**config.mk**
```make
export PLATFORM = sky130hd
export DESIGN_NAME = aesColMixer
export DESIGN_NICKNAME = d
export VERILOG_FILES = /design/src/rtl/aesColMixPkg.sv /design/src/rtl/aesGfMul.sv /design/src/rtl/aesMixColumn.sv /design/src/rtl/aesMixDatapath.sv /design/src/rtl/aesMixCtrl.sv /design/src/rtl/aesColMixer.sv
export SDC_FILE = /design/constraint.sdc
export NUM_CORES = 1
export LEC_CHECK = 0
export BUFFER_PORTS_ARGS = -buffer_cell sky130_fd_sc_hd__buf_2
export CELL_PAD_IN_SITES_DETAIL_PLACEMENT = 0
export CELL_PAD_IN_SITES_GLOBAL_PLACEMENT = 1
export CORE_UTILIZATION = 52
export CTS_CLUSTER_DIAMETER = 60
export DETAILED_ROUTE_END_ITERATION = 10
export PLACE_DENSITY = 0.95
export SETUP_SLACK_MARGIN = 0.5
export SYNTH_ARGS = -nofsm -noshare
export SYNTH_HDL_FRONTEND = slang
export SYNTH_HIERARCHICAL = 1
export SYNTH_SLANG_ARGS = --single-unit
```
**constraint.sdc**
```tcl
create_clock -name clk -period 3.3 [get_ports clk]
set_clock_uncertainty 0.2 [all_clocks]
set_input_delay 0.33 -clock clk [delete_from_list [all_inputs] [get_ports clk]]
set_output_delay 0.33 -clock clk [all_outputs]
set_load 0.03 [all_outputs]
```
**src/rtl/aesColMixPkg.sv**
```systemverilog
package aesColMixPkg;
  localparam int BYTE_W  = 8;
  localparam int ROWS    = 4;
  localparam int COLS    = 4;
  localparam int COL_W   = BYTE_W * ROWS;
  localparam int STATE_W = COL_W * COLS;
  localparam logic [BYTE_W-1:0] REDUCE = 8'h1B;

  typedef struct packed {
    logic load;
    logic validNext;
  } mixCtrl_t;

  function automatic logic [BYTE_W-1:0] xtime(input logic [BYTE_W-1:0] a);
    return {a[BYTE_W-2:0], 1'b0} ^ (a[BYTE_W-1] ? REDUCE : '0);
  endfunction
endpackage

```
**src/rtl/aesGfMul.sv**
```systemverilog
module aesGfMul
  import aesColMixPkg::*;
(
  input  logic [BYTE_W-1:0] a,
  output logic [BYTE_W-1:0] m2,
  output logic [BYTE_W-1:0] m3,
  output logic [BYTE_W-1:0] m9,
  output logic [BYTE_W-1:0] mB,
  output logic [BYTE_W-1:0] mD,
  output logic [BYTE_W-1:0] mE
);
  logic [BYTE_W-1:0] x2, x4, x8;
  always_comb begin
    x2 = xtime(a);
    x4 = xtime(x2);
    x8 = xtime(x4);
    m2 = x2;
    m3 = x2 ^ a;
    m9 = x8 ^ a;
    mB = x8 ^ x2 ^ a;
    mD = x8 ^ x4 ^ a;
    mE = x8 ^ x4 ^ x2;
  end
endmodule

```
**src/rtl/aesMixColumn.sv**
```systemverilog
module aesMixColumn
  import aesColMixPkg::*;
(
  input  logic             inverse,
  input  logic [COL_W-1:0] colIn,
  output logic [COL_W-1:0] colOut
);
  logic [BYTE_W-1:0] b  [ROWS];
  logic [BYTE_W-1:0] p2 [ROWS];
  logic [BYTE_W-1:0] p3 [ROWS];
  logic [BYTE_W-1:0] p9 [ROWS];
  logic [BYTE_W-1:0] pB [ROWS];
  logic [BYTE_W-1:0] pD [ROWS];
  logic [BYTE_W-1:0] pE [ROWS];

  for (genvar r = 0; r < ROWS; r++) begin : g_row
    assign b[r] = colIn[COL_W-1-BYTE_W*r -: BYTE_W];
    aesGfMul i_mul (
      .a(b[r]), .m2(p2[r]), .m3(p3[r]), .m9(p9[r]),
      .mB(pB[r]), .mD(pD[r]), .mE(pE[r])
    );
    localparam int R1I = (r + 1) % ROWS;
    localparam int R2I = (r + 2) % ROWS;
    localparam int R3I = (r + 3) % ROWS;
    logic [BYTE_W-1:0] fwd, inv;
    assign fwd = p2[r] ^ p3[R1I] ^ b[R2I] ^ b[R3I];
    assign inv = pE[r] ^ pB[R1I] ^ pD[R2I] ^ p9[R3I];
    assign colOut[COL_W-1-BYTE_W*r -: BYTE_W] = inverse ? inv : fwd;
  end
endmodule

```
**src/rtl/aesMixDatapath.sv**
```systemverilog
module aesMixDatapath
  import aesColMixPkg::*;
(
  input  logic               clk,
  input  logic               rst,
  input  mixCtrl_t           ctrl,
  input  logic               inverse,
  input  logic [STATE_W-1:0] dataIn,
  output logic [STATE_W-1:0] dataOut,
  output logic               validOut
);
  logic [STATE_W-1:0] mixed;

  for (genvar c = 0; c < COLS; c++) begin : g_col
    aesMixColumn i_col (
      .inverse(inverse),
      .colIn (dataIn[STATE_W-1-COL_W*c -: COL_W]),
      .colOut(mixed [STATE_W-1-COL_W*c -: COL_W])
    );
  end

  always_ff @(posedge clk) begin
    if (rst) begin
      dataOut  <= '0;
      validOut <= 1'b0;
    end else begin
      validOut <= ctrl.validNext;
      if (ctrl.load) dataOut <= mixed;
    end
  end
endmodule

```
**src/rtl/aesMixCtrl.sv**
```systemverilog
module aesMixCtrl
  import aesColMixPkg::*;
(
  input  logic     inValid,
  output mixCtrl_t ctrl
);
  always_comb begin
    ctrl.load      = inValid;
    ctrl.validNext = inValid;
  end
endmodule

```
**src/rtl/aesColMixer.sv**
```systemverilog
module aesColMixer
  import aesColMixPkg::*;
(
  input  logic         clk,
  input  logic         rst,
  input  logic         inValid,
  input  logic         mode,
  input  logic [127:0] inWord,
  output logic [127:0] outWord,
  output logic         outValid
);
  mixCtrl_t ctrl;

  aesMixCtrl i_ctrl (.inValid(inValid), .ctrl(ctrl));

  aesMixDatapath i_dp (
    .clk(clk), .rst(rst), .ctrl(ctrl), .inverse(mode),
    .dataIn(inWord), .dataOut(outWord), .validOut(outValid)
  );
endmodule

```
==> metrics.md <==
| Metric | Value |
|---|---|
| Vias per cell | `5.13` |
| Initial Utilization | `0.526` |
| Seq pwr share | `0.166` |
| Synthesized area per cell | `9.61 sq um` |
| #FFs+latches synth | `129` |
| Setup TNS Final | `0 ns` |
| Yosys warns | `6` |
| Remaining Overflow, GRT | `0` |
| Worst-path fanout max | `11` |
| CP Launch Point | `inWord[5]` |
| GR met2 Demand/Resource | `0.456` |
| First-pass GRT wire length | `95100 um` |
| Startpoint Class | `primary input` |
| Detailed Route WL | `63000 um` |
| Area Growth Syn to Fin | `3.87%` |
| Rel. slew slack | `0.351` |
| Final slew viol count | `0` |
| FP Rows | `77` |
| Post-Synth Adder-Cell Area | `0` |
| Crit Path Category | `in -> reg` |
| Min-delay worst type | `in -> reg` |
| # H-tree levels | `4` |
| P_leak | `0.00981 uW` |
| Crit end category | `flop` |
| Die H | `213 um` |
| Routed wire per std cell | `20.5 um` |
| Maxcap violations | `0` |
| Library cells used by synthesis | `19` |
| Post-route antenna net violation count | `0` |
| Non-filler cells, final | `3070` |
| Final Hold Vio Count | `0` |
| Largest net degree at the start of global routing | `65` |
| Net Count, Synth | `2548` |
| # diodes | `0` |
| Fmax | `465 MHz` |
| Dpl cells | `3038` |
| Arrival time worst endpoint | `2.31 ns` |
| Seq/Total Area, Yosys | `0.111` |
| Main combinational cell family by area after synthesis | `XOR/XNOR gates` |
| Switch share | `0.447` |
| GP Congestion | `0.964` |
| HPWL Detailed | `47200 um` |
| Reg2reg start | `i_dp/dataOut[27]` |
| P_sw | `5840 uW` |
| Total iterations of the first detailed-routing run | `6` |
| Antenna violations before repair | `1` |
| Die area | `45500 sq um` |
| Worst path required time | `3.46 ns` |
| Worst Tran Pin Value | `0.971 ns` |
| Met3 Resource Use GR | `0.0558` |
| GRT met1 Usage | `0.369` |
| Latest clock arrival within the worst-skew pair | `0.48 ns` |
| GRT Total Usage | `0.280` |
| Cells after Synth | `2416` |
| Number of post-CTS setup repair buffers | `0` |
| # setup viols final | `0` |
| Number of hold buffers added after CTS | `0` |
| Die width | `213 um` |
| Period minus WS final | `2.15 ns` |
| Combinational Power Share | `0.678` |
| CTS tree | `yes` |
| CTS root buf | `clkbuf_16` |
| Buffers on Ports | `260` |
| GRT busiest layer | `met2` |
| RSZ-0062 raised after global routing | `false` |
| Mapped Area | `23200 sq um` |
| Iteration-0 DRC Markers | `1163` |
| Vias in the first global route | `15.7k` |
| Clock sink total | `129` |
| Post_cts resized | `0` |
| Max Buffers Root-to-Sink | `2` |
| Pwr Density | `541 nW/um^2` |
| DR DRC count | `0` |
| Power Internal | `7220 uW` |
| Num ports | `261` |
| Fin crit share | `0.652` |
| Synth Area in Compound Gates | `0` |
| Nets | `2597` |
| Xor-xnor portion of the synthesized cell area | `0.653` |
| Layout cell share with drive strength beyond 1 | `0.153` |
| Run status | `finished clean` |
| Clock power frac | `0.157` |
| Multiplexer area fraction after synthesis | `0.110` |
| Peak VDD IR | `0.000384 V` |
| Post-Synth Simple-Gate Area | `0.0210` |
| Reg clk slew, reported paths | `0.08 ns` |
| Min-delay src | `inValid` |
| Routed vias | `15.7k` |
| Core area | `44100 sq um` |
| Clock buffer count from CTS | `17` |
-- worst max-delay path: stages --
cell and delay [ns]:
buf_2 0.26, xnor2_1 0.75, xnor2_1 0.20, xnor2_1 0.29
xnor2_1 0.17, mux2i_1 0.10, mux2i_1 0.15, nor2_1 0.05
-- flip-flops by register name (all words and copies together), names as in the netlist --
signal         cells
i_dp/dataOut     128
i_dp/validOut      1
-- worst paths after layout --
kind                 endpoint  slack, ns  cells after the start
max          i_dp/dataOut[11]       1.15                      8
min             i_dp/validOut       0.13                      2
max reg2reg  i_dp/dataOut[27]       2.32                      2
min reg2reg  i_dp/dataOut[67]       0.29                      2
-- cells in the mapped netlist --
| cell | number | share of area |
|---|---|---|
| clkbuf_1 | 25 | 0.0040 |
| dfxtp_1 | 129 | 0.11 |
| buf_12 | 13 | 0.011 |
| buf_2 | 38 | 0.0082 |
| xnor2_2 | 16 | 0.011 |
| nor2b_1 | 1 | 0.00027 |
| inv_1 | 80 | 0.013 |
| buf_6 | 45 | 0.022 |
| xnor2_1 | 1248 | 0.47 |
| buf_4 | 130 | 0.042 |
| buf_1 | 3 | 0.00048 |
| clkbuf_2 | 16 | 0.0034 |
| xnor3_1 | 32 | 0.031 |
| xor2_1 | 192 | 0.072 |
| mux2i_1 | 256 | 0.11 |
| nor2_1 | 128 | 0.021 |
| xor3_1 | 32 | 0.033 |
| xnor2_4 | 16 | 0.019 |
| xnor3_2 | 16 | 0.016 |
-- through the flow --
stage / worst slack [ns] / util / cell area (sq um) / hold slack (ns) / power [uW]
floorplan: 1.25 / - / 23200 / 0.337 / 9370
global placement: 0.717 / 0.533 / 23500 / 0.266 / 10900
detailed placement: 0.657 / 0.533 / 23500 / 0.276 / 11000
CTS: 1.20 / 0.547 / 24100 / 0.104 / 13200
global route: 1.03 / 0.547 / 24100 / 0.136 / 13900
finish: 1.15 / 0.547 / 24100 / 0.134 / 13100
-- metal layers --
layer	vias up	part of all wire
li1	7433	-
met1	7613	0.44
met2	597	0.47
met3	99	0.070
met4	2	0.024
met5	-	0.00021
-- final cells by class --
class | instances | area, sq um
Clock inverter | 14 | 168
Sequential cell | 129 | 2580
Tap cell | 592 | 741
Fill cell | 4089 | 20000
Inverter | 80 | 300
Clock buffer | 18 | 429
Multi-Input combinational cell | 1937 | 18200
Timing Repair Buffer | 300 | 1680
-- power groups by stage --
stage / clock [uW] / sequential [uW] / combinational, uW
floorplan: 0 / 2850 / 6520
global placement: 0 / 2180 / 8690
detailed placement: 0 / 2190 / 8830
CTS: 2130 / 2160 / 8870
global route: 2190 / 2210 / 9500
finish: 2050 / 2160 / 8850
-- logic make-up after synthesis --
group         Yosys count
buf+inv               350
simple gates          129
mux                   256
xor+xnor             1552
flops                 129
-- cell usage in the layout (no fill, tap or decap), drive strengths merged --
cell,count
xnor2,1280
buf,300
mux2i,256
xor2,192
dfxtp,129
nor2,128
inv,88
xnor3,48
xor3,32
clkbuf,18
clkinvlp,4
bufinv,2
nor2b,1
Note: power is estimated with default switching activity, not from simulation.
